[config.mk]
export PLATFORM = sky130hd
export DESIGN_NAME = iq_ser_tx
export DESIGN_NICKNAME = d
export VERILOG_FILES = /design/src/rtl/iq_ser_pkg.sv /design/src/rtl/iq_rxclk_gen.sv /design/src/rtl/iq_pair_hold.sv /design/src/rtl/iq_frame_shifter.sv /design/src/rtl/iq_ser_tx.sv
export SDC_FILE = /design/constraint.sdc
export NUM_CORES = 1
export LEC_CHECK = 0
export CORE_ASPECT_RATIO = 1.75
export CORE_MARGIN = 5
export CORE_UTILIZATION = 53
export DETAILED_ROUTE_END_ITERATION = 16
export DONT_BUFFER_PORTS = 1
export PLACE_DENSITY = 0.76
export SKIP_LAST_GASP = 1
export SLEW_MARGIN = 20
export SYNTH_ARGS = -nofsm -noshare
export SYNTH_HDL_FRONTEND = slang
export SYNTH_HIERARCHICAL = 1
export SYNTH_SLANG_ARGS = --single-unit
[constraint.sdc]
create_clock -name clk -period 3.1 [get_ports clk]
set_clock_uncertainty 0.1 [all_clocks]
set_input_delay 0.31 -clock clk [delete_from_list [all_inputs] [get_ports clk]]
set_output_delay 0.31 -clock clk [all_outputs]
set_load 0.03 [all_outputs]
[src/rtl/iq_ser_pkg.sv]
package iq_ser_pkg;
   // channel flag carried in the last bit of each word
   typedef enum logic {
      CH_I = 1'b0,
      CH_Q = 1'b1
   } iq_chan_e;
endpackage

[src/rtl/iq_rxclk_gen.sv]
module iq_rxclk_gen #(
   parameter int CLK_DIV = 2
) (
   input  logic clk,
   input  logic rst_n,
   output logic bit_tick,
   output logic rxc
);
   generate
      if (CLK_DIV == 2) begin : g_toggle
         // divide by two: a single toggle flop
         always_ff @(posedge clk) begin
            if (!rst_n) rxc <= 1'b0;
            else        rxc <= ~rxc;
         end
         assign bit_tick = ~rxc;
      end else begin : g_count
         localparam int CW   = $clog2(CLK_DIV);
         localparam int HALF = CLK_DIV / 2;
         logic [CW-1:0] cnt;
         assign bit_tick = (cnt == CW'(CLK_DIV - 1));
         always_ff @(posedge clk) begin
            if (!rst_n) begin
               cnt <= '0;
               rxc <= 1'b0;
            end else if (bit_tick) begin
               cnt <= '0;
               rxc <= 1'b1;
            end else begin
               cnt <= cnt + 1'b1;
               if (cnt == CW'(HALF - 1)) rxc <= 1'b0;
            end
         end
      end
   endgenerate
endmodule

[src/rtl/iq_pair_hold.sv]
module iq_pair_hold #(
   parameter int SAMPLE_W = 15
) (
   input  logic                clk,
   input  logic                rst_n,
   input  logic                in_valid,
   input  logic [SAMPLE_W-1:0] in_i,
   input  logic [SAMPLE_W-1:0] in_q,
   input  logic                take,
   output logic                pend,
   output logic [SAMPLE_W-1:0] hold_i,
   output logic [SAMPLE_W-1:0] hold_q
);
   always_ff @(posedge clk) begin
      if (!rst_n) begin
         pend   <= 1'b0;
         hold_i <= '0;
         hold_q <= '0;
      end else begin
         if (in_valid) begin
            // newest pair always wins the single slot
            hold_i <= in_i;
            hold_q <= in_q;
            pend   <= 1'b1;
         end else if (take) begin
            pend <= 1'b0;
         end
      end
   end
endmodule

[src/rtl/iq_frame_shifter.sv]
module iq_frame_shifter
   import iq_ser_pkg::*;
#(
   parameter int SAMPLE_W = 15,
   localparam int FR      = 2 * (SAMPLE_W + 1),
   localparam int BCW     = $clog2(FR)
) (
   input  logic                clk,
   input  logic                rst_n,
   input  logic                bit_tick,
   input  logic                pend,
   input  logic [SAMPLE_W-1:0] hold_i,
   input  logic [SAMPLE_W-1:0] hold_q,
   output logic                take,
   output logic                busy,
   output logic [BCW-1:0]      bit_cnt,
   output logic                sdata,
   output logic                fsync
);
   logic [FR-1:0] frame_w;
   logic [FR-1:0] sreg;
   logic          at_end;

   assign frame_w = {hold_i, logic'(CH_I), hold_q, logic'(CH_Q)};
   assign at_end  = !busy || (bit_cnt == BCW'(FR - 1));
   assign take    = bit_tick && at_end && pend;

   always_ff @(posedge clk) begin
      if (!rst_n) begin
         busy    <= 1'b0;
         bit_cnt <= '0;
         sreg    <= '0;
         sdata   <= 1'b0;
         fsync   <= 1'b0;
      end else if (bit_tick) begin
         if (at_end) begin
            bit_cnt <= '0;
            if (pend) begin
               busy  <= 1'b1;
               sdata <= frame_w[FR-1];
               sreg  <= {frame_w[FR-2:0], 1'b0};
               fsync <= 1'b1;
            end else begin
               busy  <= 1'b0;
               sdata <= 1'b0;
               sreg  <= '0;
               fsync <= 1'b0;
            end
         end else begin
            bit_cnt <= bit_cnt + 1'b1;
            sdata   <= sreg[FR-1];
            sreg    <= {sreg[FR-2:0], 1'b0};
            fsync   <= 1'b0;
         end
      end
   end
endmodule

[src/rtl/iq_ser_tx.sv]
module iq_ser_tx #(
   parameter int SAMPLE_W = 15,
   parameter int CLK_DIV  = 2
) (
   input  logic                clk,
   input  logic                rst_n,
   input  logic                smp_valid,
   input  logic [SAMPLE_W-1:0] smp_i,
   input  logic [SAMPLE_W-1:0] smp_q,
   output logic                rxc_o,
   output logic                rxfs_o,
   output logic                rxd_o
);
   localparam int FR  = 2 * (SAMPLE_W + 1);
   localparam int BCW = $clog2(FR);

   generate
      if (SAMPLE_W < 1) begin : g_bad_width
         $error("SAMPLE_W must be at least 1");
      end
      if (CLK_DIV < 2 || (CLK_DIV % 2) != 0) begin : g_bad_div
         $error("CLK_DIV must be even and at least 2");
      end
   endgenerate

   logic                bit_tick;
   logic                pend;
   logic                frm_take;
   logic                busy;
   logic [BCW-1:0]      bit_cnt;
   logic [SAMPLE_W-1:0] hold_i;
   logic [SAMPLE_W-1:0] hold_q;

   iq_rxclk_gen #(.CLK_DIV(CLK_DIV)) u_clk (
      .clk      (clk),
      .rst_n    (rst_n),
      .bit_tick (bit_tick),
      .rxc      (rxc_o)
   );

   iq_pair_hold #(.SAMPLE_W(SAMPLE_W)) u_hold (
      .clk      (clk),
      .rst_n    (rst_n),
      .in_valid (smp_valid),
      .in_i     (smp_i),
      .in_q     (smp_q),
      .take     (frm_take),
      .pend     (pend),
      .hold_i   (hold_i),
      .hold_q   (hold_q)
   );

   iq_frame_shifter #(.SAMPLE_W(SAMPLE_W)) u_shift (
      .clk      (clk),
      .rst_n    (rst_n),
      .bit_tick (bit_tick),
      .pend     (pend),
      .hold_i   (hold_i),
      .hold_q   (hold_q),
      .take     (frm_take),
      .busy     (busy),
      .bit_cnt  (bit_cnt),
      .sdata    (rxd_o),
      .fsync    (rxfs_o)
   );
endmodule

==> results of run 1 <==
==> power by group through the flow <==
stage	clock [µW]	sequential (µW)	combinational, µW
2_1_floorplan	0	998	155
3_3_place_gp	0	1010	136
3_5_place_dp	0	1010	141
4_1_cts	730	987	155
5_1_grt	765	993	177
6_report	714	987	155
==> metal layers <==
metal,track usage [%],wire length [µm],vias up
met5,0,0,-
met4,11.05,178,0
met3,3.196,290,13
met2,28.22,2930,72
met1,21.00,2373,1002
li1,-,-,1083
==> worst max path at each step <==
stage	depth (start not counted)	endpoint	from	slack (ns)
finish	7	u_shift/sreg[28]	u_shift/bit_cnt[0]	0.63
global route	7	u_shift/sreg[28]	u_shift/bit_cnt[0]	0.44
CTS	7	u_shift/sreg[28]	u_shift/bit_cnt[0]	0.64
detailed placement	7	u_shift/sreg[28]	u_shift/bit_cnt[0]	0.68
floorplan	7	u_shift/sreg[1]	u_shift/bit_cnt[0]	1.34
global placement	7	u_shift/sdata	u_shift/bit_cnt[0]	0.83
==> flip-flops by register name, indices dropped and copies added (netlist names) <==
signal           count
u_clk/rxc            1
u_shift/busy         1
u_hold/pend          1
u_shift/sdata        1
u_hold/hold_i       15
u_shift/bit_cnt      5
u_shift/sreg        31
u_hold/hold_q       15
==> synth_stat cells (all sizes together) <==
master	instances	area share, %
a21boi	4	1.0
a22oi	1	0.25
a31oi	30	6.4
and3	3	0.68
buf	20	6.0
clkbuf	10	1.3
dfxtp	70	48
ha	2	0.85
inv	2	0.25
mux2i	30	10
nand2	34	4.3
nand2b	1	0.21
nand3	34	5.8
nand4b	1	0.30
nor2b	37	7.9
nor3	1	0.17
nor3b	1	0.25
nor4	1	0.21
o21a	3	0.76
o21ai	31	5.3
o31a	1	0.30
==> cell type report <==
class / count / share of cell area [%]
repair buffers: 8 / 2.505
multi-input cells: 215 / 42.71
inverters: 2 / 0.2424
flip-flops and latches: 70 / 45.25
well taps: 76 / 3.071
clock inverters: 3 / 1.414
clock buffers: 13 / 4.808
==> cell usage in the layout, fill, tap and decap left out <==
master	synthesis	final
sky130_fd_sc_hd__dfxtp_1	70	70
sky130_fd_sc_hd__bufinv_16	0	1
sky130_fd_sc_hd__inv_1	2	2
sky130_fd_sc_hd__nand2_1	34	34
sky130_fd_sc_hd__nor2b_2	1	1
sky130_fd_sc_hd__and3_2	1	1
sky130_fd_sc_hd__buf_4	1	5
sky130_fd_sc_hd__o21ai_0	31	31
sky130_fd_sc_hd__buf_12	3	1
sky130_fd_sc_hd__clkbuf_1	10	3
sky130_fd_sc_hd__nor3_1	1	1
sky130_fd_sc_hd__nand4b_1	1	1
sky130_fd_sc_hd__mux2i_1	30	30
sky130_fd_sc_hd__nor4_1	1	1
sky130_fd_sc_hd__clkinv_4	0	1
sky130_fd_sc_hd__nor2b_1	36	36
sky130_fd_sc_hd__dlygate4sd3_1	0	2
sky130_fd_sc_hd__nor3b_1	1	1
sky130_fd_sc_hd__a22oi_1	1	1
sky130_fd_sc_hd__a31oi_1	30	30
sky130_fd_sc_hd__nand2b_1	1	1
sky130_fd_sc_hd__a21boi_0	4	4
sky130_fd_sc_hd__and3_1	2	2
sky130_fd_sc_hd__clkbuf_8	0	10
sky130_fd_sc_hd__o31a_1	1	1
sky130_fd_sc_hd__ha_1	2	2
sky130_fd_sc_hd__clkinv_2	0	1
sky130_fd_sc_hd__nand3_1	34	34
sky130_fd_sc_hd__o21a_1	3	3
==> logic make-up (layout without fill, tap and decap cells) <==
logic type	count (synthesis)	after routing	share of synthesized area [%]
buffers and inverters	32	26	7.559
AO/OA/AOI/OAI	70	70	13.97
flip-flops	70	70	47.56
multiplexers	30	30	10.19
adder cells (fa/ha/maj)	2	2	0.8491
AND/OR/NAND/NOR	113	113	19.87
==> per-stage QoR <==
step	std cells	total power, µW	worst slack [ns]
2_1_floorplan	317	1153	1.340
3_3_place_gp	368	1141	0.8329
3_5_place_dp	368	1149	0.6823
4_1_cts	387	1872	0.6444
5_1_grt	387	1935	0.4401
6_report	387	1856	0.6253
==> what timing repair did <==
action / CTS / global route
setup buffers: 0 / 0
hold buffers: 3 / 0
hold endpoints to repair: 48 / 0
setup endpoints to repair: 0 / 0
==> impl_summary.md, run 1 <==
Cells and area
Once layout is complete, the utilization of the core stands at roughly 56%. 0 antenna diodes ended up in the layout. The sequential cells in the finished layout cover a total of roughly 1400 µm². The summed area of non-filler cells in the final layout is a little over 3000 µm². For this run, the post-layout net count is ~340. The number of filler instances in the final layout is between 500 and 600. Relative to the synthesized area, the layout overhead comes to 5.096%.

The share of layout cells above drive strength 1 is roughly 6.8%. The area taken by multi-input logic gates is around 1300 µm².

Clocking
The post-cts sizing count is 0. The number of sinks driven by the clock tree is 70. After clock tree synthesis, the clock-pin slew on the worst setup and hold paths is around 0.070 ns. The TritonCTS buffer count is 9. TritonCTS built the clock tree.

The tree is rooted in a sky130_fd_sc_hd__clkbuf_8. The clock passes through at most 2 buffers. The clock insertion delay at the later pin of the skew report is 0.34 ns. The number of levels in the clock H-tree is 3.

Drt
After detailed routing, the number of remaining DRC violations is 0. Summing over every cut layer, the via total after detailed routing is between 2000 and 2500. The number of vias per cell is 5.607. The detailed-route wire length is about 5.8 mm. For this run, the detailed router's first-pass iteration total came to 5. Once detail routing completed, the nets flagged for antenna violations numbered 0.

In this run, the number of DRC markers left after iteration 0 of detailed routing was 153. The wire length per cell after detailed routing is approximately 15 µm.

Yosys
Synthesis inferred 70 register bits. The post-synthesis cell count is approximately 320. The number of nets in the synthesized netlist is 352. In this run the cell area of the synthesized design comes to 2947 µm². Yosys mapped the design onto 27 distinct sky130hd cell types. The number of warnings issued by yosys is 6.

The mean area per synthesized cell is between 9 and 10 µm². The share of the Yosys chip area taken by registers is 47.56%.

Timing
In the final timing run, aggregate negative setup slack is 0 ns. The count of final max-slew check failures is 0. Measured against its own limit, the worst slew margin works out to between 40% and 50%.

The portion of the clock cycle consumed by the worst path in the final layout is 79.83%. Timing would allow up to 0.4041 GHz. The worst path needs 2.475 ns of the cycle, external delays included. Setup repair after global routing left no endpoint under its margin. Setup violations remaining at the end of the flow were counted as 0. Hold timing on the final database bottoms out at a slack of about 0.012 ns. The actual transition at the worst max-transition pin is 0.8018 ns. The final hold violation count came to 0.

Floorplan
The starting utilization of the core area is 53.62%. The row count is 36. From bottom edge to top edge, the die measures between 100 and 150 µm.

The die is roughly 66 µm wide. The core box area is approximately 5500 µm². The die area is between 7000 and 8000 µm². The I/O pin total is 36.

Pwr
The power density of the placed cells is 599.3 nW/µm². The internal power of the cells is around 1400 µW. The fraction of power spent switching nets is approximately a quarter. The net switching component of the power is around 440 µW. For this design the static power due to leakage is approximately 0.0011 µW. In this run, the combinational gates consume 8.3% of the power. Per report_power, the sequential group accounts for about 53% of the total. Of the total power, the clock network draws between 30% and 40%. The worst-case IR drop observed on VDD is 0.4978 mV.

Hold path
The path class of the tightest hold or removal check is primary input to flop. The worst hold path depth is 1. In this run the most critical hold path is launched from rst_n. The worst min-delay path endpoint is u_hold/hold_q[10].

Setup path
The maximum fanout encountered on the critical timing path is 21. The startpoint type of the worst setup path is a flop. Together, buffers and inverters on the worst path number 1. In this design, the stage delay of the slowest critical-path cell is ~0.65 ns. The internal reg-to-reg setup slack is approximately 0.63 ns. The top cell family by delay on the critical path is simple AND/OR/NAND/NOR gates. In this run the critical register-to-register path is launched from u_shift/bit_cnt[0].

The most prevalent standard cell on the critical path is sky130_fd_sc_hd__ha_1. For this design, the slowest cell found on the critical path is sky130_fd_sc_hd__nand2b_1. For the worst flop-to-flop path, the logic depth is 7. The critical path is of the flop to flop type. Walking the worst path, the cells encountered are ha_1 > and3_1 > ha_1 > nand2b_1 > buf_4 > nand3_1 > a31oi_1.

STA puts the critical path data required time at roughly 3.3 ns. The end of the worst register-to-register path is u_shift/sreg[28]. STA classifies the critical path endpoint as a flop. Data on the critical path arrives at its endpoint at about 2.6 ns.

Global route
The global-route wire length before repair is between 9 and 10 mm. The initial antenna violation count is 0. The pin count of the biggest net entering global routing is 49. The via count of the first global-routing pass is just over 2000. Summed over all layers, the global routing overflow is 0. Across every metal layer, demand over resource in global routing totals between 10% and 20%.

Status
The flow ran to the end, and the final reports show no timing, DRC or antenna violations.

Place
The HPWL after detailed placement is 3.486 mm. The number of input and output port buffers inserted is 0. The routability congestion estimate from global placement is roughly 0.75.

The placed instances occupy a cell area of about 2900 µm².

Flow run
The max-cap check violation count is 0.
No activity file was read; power rests on OpenSTA's default activity.
==> run 2, diff against run 1 <==
==> constraint.sdc (replaced) <==
create_clock -name clk -period 2.5 [get_ports clk]
set_clock_uncertainty 0.1 [all_clocks]
set_input_delay 0.25 -clock clk [delete_from_list [all_inputs] [get_ports clk]]
set_output_delay 0.25 -clock clk [all_outputs]
set_load 0.03 [all_outputs]
==> run 2 against run 1 <==
First-iteration DRC count decreased by 9.2%. Fmax increased by 18%. Critical path type unchanged. Largest power group unchanged. Utilization increased by 9.6 points. Largest cell class unchanged. Cell count increased by 14%.
==> impl_summary.md, run 2 (synthesis gave the netlist of run 1 again) <==
Drt
In the routed design, unresolved DRC markers number 0. Using the TritonRoute via totals, the vias-per-cell ratio works out to between 5 and 6. For this block, the via count after detailed routing is approximately 2400.

The number of DRC markers after the initial detailed-route iteration is approximately 140. Once detail routing completed, the nets flagged for antenna violations numbered 0. In the final routed layout, each cell accounts on average for between 10 and 15 µm. The number of iterations in the first detailed-routing pass is 6. Wires add up to approximately 6.5 mm.

Cells and area
In the layout the commonest cells are sky130_fd_sc_hd__dfxtp_1 (70), sky130_fd_sc_hd__dlygate4sd3_1 (56), sky130_fd_sc_hd__nor2b_1 (36). The number of flip-flops in the largest register is 31. The register ranked first by flip-flop count is u_shift/sreg.

The number of diodes added for antenna fixing is 0. The area overhead of the layout relative to synthesis is 23.06%. The largest registers in the layout are u_shift/sreg (31), u_hold/hold_i (15), u_hold/hold_q (15). The library cell used most frequently in the layout, excluding fill and tap cells, is sky130_fd_sc_hd__dfxtp_1. The final layout net count is about 400. Of the cells placed in the final design, the portion with a size suffix greater than 1 is under 10%.

Clocking
The root buffer cell is sky130_fd_sc_hd__clkbuf_8. The clock edge transition at the registers on the reported setup and hold paths is 0.08 ns. The clock passes through at most 2 buffers. The number of levels in the clock H-tree is 3. The CTS tree is done. The number of sinks driven by the clock tree is 70.

The clock reaches the later pin of the worst-skew pair after around 0.35 ns. The TritonCTS buffer count is 9. The post-CTS setup-driven buffer insertion count is 0.

Pwr
VDD sags by at most between 0.4 and 0.5 mV. Dividing total power by cell area gives a power density of about 630 nW/µm². The analysis attributes to cell leakage a power of around 0.0013 µW.

Floorplan
The row count is 36. Once the floorplan was initialized, standard cells occupied approximately 54% of the core. The die area is between 7000 and 8000 µm². The die is between 60 and 70 µm wide. The I/O pin total is 36. The height of the die is between 100 and 150 µm.

The region available for standard cell placement spans 5495 µm².

Flow run
The max-cap check violation count is 0.

Setup path
The signal on the critical path passes through ha_1 > and3_1 > ha_1 > nand2b_1 > buf_4 > nand3_1 > a31oi_1. Data on the critical path is required at its endpoint by between 2 and 3 ns. The capturing element type of the critical path is a flop. Together, buffers and inverters on the worst path number 1. Among all stages on the critical path, the largest delay is contributed by sky130_fd_sc_hd__nand2b_1. At the worst endpoint, the arrival time is roughly 2.3 ns. The most prevalent standard cell on the critical path is sky130_fd_sc_hd__ha_1.

The startpoint type of the worst setup path is a flop. The maximum fanout encountered on the critical timing path is 13. The category of the most critical setup path is flop to flop. The top cell family by delay on the critical path is simple AND/OR/NAND/NOR gates. The largest stage delay on the critical path is ~0.41 ns.

Global route
The overall overflow remaining after global route is 0. The global-route wire length before repair is ~11 mm. The global-route usage over all layers is about a fifth. The initial antenna violation count is 0. The via count of the first global-routing pass is 2354. Entering global routing, the biggest net connects 71 pins.

Place
Buffers placed on the I/O ports in this run total 0. The routability congestion estimate from global placement is approximately 0.75. The total half-perimeter wirelength after legalization and detailed placement is between 3 and 4 mm.

Timing
Setup repair after global routing left no endpoint under its margin. The fmax is roughly 0.48 GHz. The actual transition at the worst max-transition pin is between 0.5 and 0.6 ns. Setup total negative slack on the finished layout was measured at 0 ns. Headroom to the max-slew limit came out at 62.61%. The total setup violations reported at the end of the flow is 0. Hold is met by about 0.0042 ns.

The final hold violation count is 0. The portion of the clock cycle consumed by the worst path in the final layout is a little over four fifths. The routed design could run at a clock period as short as 2.089 ns. The count of final max-slew check failures came to 0.

Hold path
The tightest min-delay check is of the primary input to flop type.

Status
The run finished with clean final reports.
[run 2: where the power goes]
part           switching [µW]  internal, µW
logic                     125           157
clock network             417           356
registers                49.3          1180
total                     591          1690
[run 2: metal layers]
metal	share of wire, %	track usage [%]	vias to the layer above
met5	0	0	-
met4	3.2	11.34	0
met3	4.3	5.155	18
met2	51	32.48	62
met1	42	23.41	1162
li1	-	-	1202
[run 2: final timing paths]
path / to / cells past startpoint / slack, ns / startpoint
hold reg to reg: u_shift/sreg[14] / 2 / 0.36 / u_shift/sreg[13]
hold / removal: u_hold/hold_q[0] / 2 / 0.004 / smp_valid
setup / recovery: u_shift/sreg[30] / 7 / 0.41 / u_shift/bit_cnt[0]
setup reg to reg: u_shift/sreg[30] / 7 / 0.41 / u_shift/bit_cnt[0]
[run 2: area by class of cell]
type | count | area [µm²]
clock buffer | 10 | 127.6
clock inverter | 6 | 38.79
fill | 466 | 1869
inverter | 2 | 7.507
multi-input combinational | 215 | 1323
sequential | 70 | 1401
tap | 76 | 95.09
timing repair buffer | 64 | 633.1
[run 2: timing repair]
action	4_1_cts	5_1_grt
resized for setup	0	0
hold buffers	57	0
endpoints found under the hold margin	70	0
[run 2: per-stage QoR]
stage          std cells  utilization [%]  power [µW]  worst slack (ns)  area [µm²]
5_1_grt              443            65.98        2399            0.2377        3626
4_1_cts              443            65.98        2301            0.4117        3626
6_report             443            65.98        2284            0.4107        3626
3_5_place_dp         370            52.39        1427            0.4507        2879
3_3_place_gp         370            52.39        1419            0.5372        2879
2_1_floorplan        317                -        1430            0.7396        2947
==> run 3, diff against run 2 <==
==> constraint.sdc (replaced) <==
create_clock -name clk -period 2.1 [get_ports clk]
set_clock_uncertainty 0.1 [all_clocks]
set_input_delay 0.21 -clock clk [delete_from_list [all_inputs] [get_ports clk]]
set_output_delay 0.21 -clock clk [all_outputs]
set_load 0.03 [all_outputs]
==> run 3 against run 2 <==
Non-clock buffer count is 8 higher. Via count up 1.9%. Combinational power is 29% higher. Sequential share of layout area decreased by 1.2 points. Die area is the same. Total power grew 26%. Hold slack better by 0.091 ns. Sequential cell count stayed put. Count of clock-buffer cells in the layout is 1 higher. Design area up 3.1%. Register-to-register slack got worse by 0.20 ns. Critical path type unchanged.
==> impl_summary.md, run 3 (synthesis gave the netlist of run 1 again) <==
Pwr
The clock network burns roughly 37% of the power. In this run the power density over the cells is around 770 nW/µm². In this run switching power makes up between 20% and 30% of total power. The part of the power in combinational logic is about an eighth. The leakage power is between 0.001 and 0.0015 µW. The internal power of the cells is roughly 2200 µW. Sequential cells burn between 50% and 60% of the power.

The worst voltage drop across the vdd grid is about 0.55 mV. The net switching component of the power is about 710 µW.

Drt
The wire length per cell after detailed routing is ~15 µm. The first TritonRoute pass finished after 4 iterations. The count of vias placed by the detailed router is around 2500. The detailed-route wire length is 6.610 mm.

The number of remaining DRC errors is 0. The number of vias per cell is approximately 5.5. The post-route antenna net violation count is 0. After the first detailed-routing iteration, the DRC count stood at around 140.

Global route
The global-route wire length before repair is around 11 mm. The initial antenna violation count is 0. The via count of the first global-routing pass is roughly 2500. Global routing used between 20% and 30% of the available tracks. The overall overflow remaining after global route is 0. The pin count of the biggest net entering global routing is slightly above 70.

Setup path
The capturing element type of the critical path is a flop. The startpoint type of the worst setup path is a flop. The data required time of the worst path is approximately 2.3 ns.

For the worst setup path, the data arrival time is about 2 ns. Along the worst path, the maximum fanout reaches 12. The category of the most critical setup path is flop to flop.

For flop-to-flop paths, the worst setup slack is between 0.2 and 0.25 ns. The number of cells on the worst reg-to-reg path is 7.

Timing
The final critical path takes up between 80% and 90% of the cycle. Measured against its own limit, the worst slew margin works out to approximately 60%. The final hold violation count is 0. At the pin with the least slew margin, the transition time is approximately 0.6 ns.

Setup violations remaining at the end of the flow were counted as 0. The count of final max-slew check failures is 0. Adding up every negative setup slack in the final design gives 0 ns.

Setup repair after global routing left no endpoint under its margin. Across all setup checks in the final design, the least slack found is 0.2122 ns. Based on the critical path, the design can be clocked at up to roughly 0.53 GHz.

The clock period minus worst slack is ~1.9 ns.

Place
The total half-perimeter wirelength after legalization and detailed placement is ~3.6 mm. At the placement stage, the worst setup path has a slack of 0.1718 ns. Buffers placed on the I/O ports in this run total 0. The routability congestion estimate from global placement is ~0.80.

Clocking
The root buffer cell chosen for the clock tree is sky130_fd_sc_hd__clkbuf_8. The H-tree was split into 3 levels. The CTS tree is done. The TritonCTS buffer count is 9. Counting along the longest clock path gives a buffer depth of 2.

The tree built by TritonCTS fans out to 70 sinks. The clock edge transition at the registers on the reported setup and hold paths is ~0.080 ns. The later pin in the worst-skew pair is clocked with a latency of between 0.3 and 0.4 ns.

Cells and area
The register ranked first by flip-flop count is u_shift/sreg. The number of diodes added for antenna fixing is 0. The most frequent standard cell in the layout excluding fill and tap cells is sky130_fd_sc_hd__dfxtp_1. In the layout the commonest cells are sky130_fd_sc_hd__dfxtp_1 (70), sky130_fd_sc_hd__dlygate4sd3_1 (61), sky130_fd_sc_hd__nor2b_1 (36). After filler insertion, the fill cell instance count of the layout stands at around 430. The register with the most flip-flops in the layout has 31 of them.

The share of layout cells above drive strength 1 is under 10%. Cells fill 68.03% of the core in the end. The largest registers in the layout are u_shift/sreg (31), u_hold/hold_i (15), u_hold/hold_q (15). At the end of the flow, the number of nets in the layout was between 400 and 500. The area growth from synthesis to layout is 26.88%.

Flow run
Max-cap violations in this run came to 0.

Floorplan
The core box area is around 5500 µm². The height of the die is between 100 and 150 µm. The die area is roughly 7200 µm². The floorplan has 36 rows. The starting utilization of the core area is 53.62%.

The I/O pin total is 36. Measured along the x axis, the die boundary spans 66.37 µm.

Hold path
The min-delay analysis places its worst path in the category primary input to flop. The worst hold path depth is 2.

Status
The run finished with clean final reports.
-- run 3: cell count changes in the layout (fill, tap and decap cells not counted) --
cell / before / now
sky130_fd_sc_hd__buf_12: 1 / 2
sky130_fd_sc_hd__buf_4: 7 / 9
sky130_fd_sc_hd__bufinv_16: 0 / 1
sky130_fd_sc_hd__clkbuf_1: 1 / 2
sky130_fd_sc_hd__clkinv_2: 3 / 1
sky130_fd_sc_hd__clkinv_4: 1 / 2
sky130_fd_sc_hd__clkinvlp_4: 2 / 1
sky130_fd_sc_hd__dlygate4sd3_1: 56 / 61
sky130_fd_sc_hd__nand2b_1: 1 / 0
sky130_fd_sc_hd__nand2b_2: 0 / 1
-- run 3: final cells by class --
| cell class | instances | area (µm²) | area share, % |
|---|---|---|---|
| clock inverter | 5 | 60.06 | 1.606 |
| tap | 76 | 95.09 | 2.544 |
| timing repair buffer | 72 | 718.2 | 19.21 |
| inverter | 2 | 7.507 | 0.2008 |
| sequential | 70 | 1401 | 37.48 |
| multi-input combinational | 215 | 1325 | 35.44 |
| clock buffer | 11 | 131.4 | 3.514 |
-- run 3: final timing paths --
path | start | end
worst max-delay path | u_shift/bit_cnt[0] | u_shift/sdata
worst min register to register | u_shift/sreg[10] | u_shift/sreg[11]
worst min-delay path | rst_n | u_hold/pend
worst max register to register | u_shift/bit_cnt[0] | u_shift/sdata
-- run 3: timing repair --
action / 4_1_cts / 5_1_grt
gates resized for setup: 0 / 1
buffers inserted: 0 / 0
hold buffers: 62 / 0
endpoints found under the setup margin: 0 / 11
hold endpoints to repair: 70 / 0
-- run 3: per-layer routing --
layer / GRT usage, % / routed length [µm] / vias to the layer above / share of wire [%]
met4: 10.17 / 212 / 0 / 3.2
met1: 22.67 / 2620 / 1183 / 40
met3: 6.186 / 325 / 21 / 4.9
met2: 35.47 / 3451 / 70 / 52
li1: - / - / 1216 / -
met5: 0 / 0 / - / 0
-- run 3: power by group through the flow --
stage / clock, µW / sequential [µW] / combinational (µW)
floorplan: 0 / 1470 / 229
global placement: 0 / 1490 / 215
detailed placement: 0 / 1490 / 221
CTS: 1080 / 1460 / 350
global route: 1140 / 1470 / 401
finish: 1050 / 1460 / 363
-- run 3: through the flow --
stage	total power [µW]	area, µm²	cells	hold slack (ns)
5_1_grt	3014	3739	451	0.09472
2_1_floorplan	1702	2947	317	0.2382
3_3_place_gp	1702	2914	373	0.2360
6_report	2876	3739	451	0.09516
4_1_cts	2887	3736	451	0.08072
3_5_place_dp	1710	2914	373	0.2382
-- run 3: worst max-delay path: stages, from the launching register on --
cell,delay (ns)
sky130_fd_sc_hd__dfxtp_1,0.37
sky130_fd_sc_hd__ha_1,0.21
sky130_fd_sc_hd__and3_1,0.17
sky130_fd_sc_hd__ha_1,0.21
sky130_fd_sc_hd__nand2b_2,0.23
sky130_fd_sc_hd__buf_4,0.21
sky130_fd_sc_hd__nand3_1,0.10
sky130_fd_sc_hd__a31oi_1,0.21
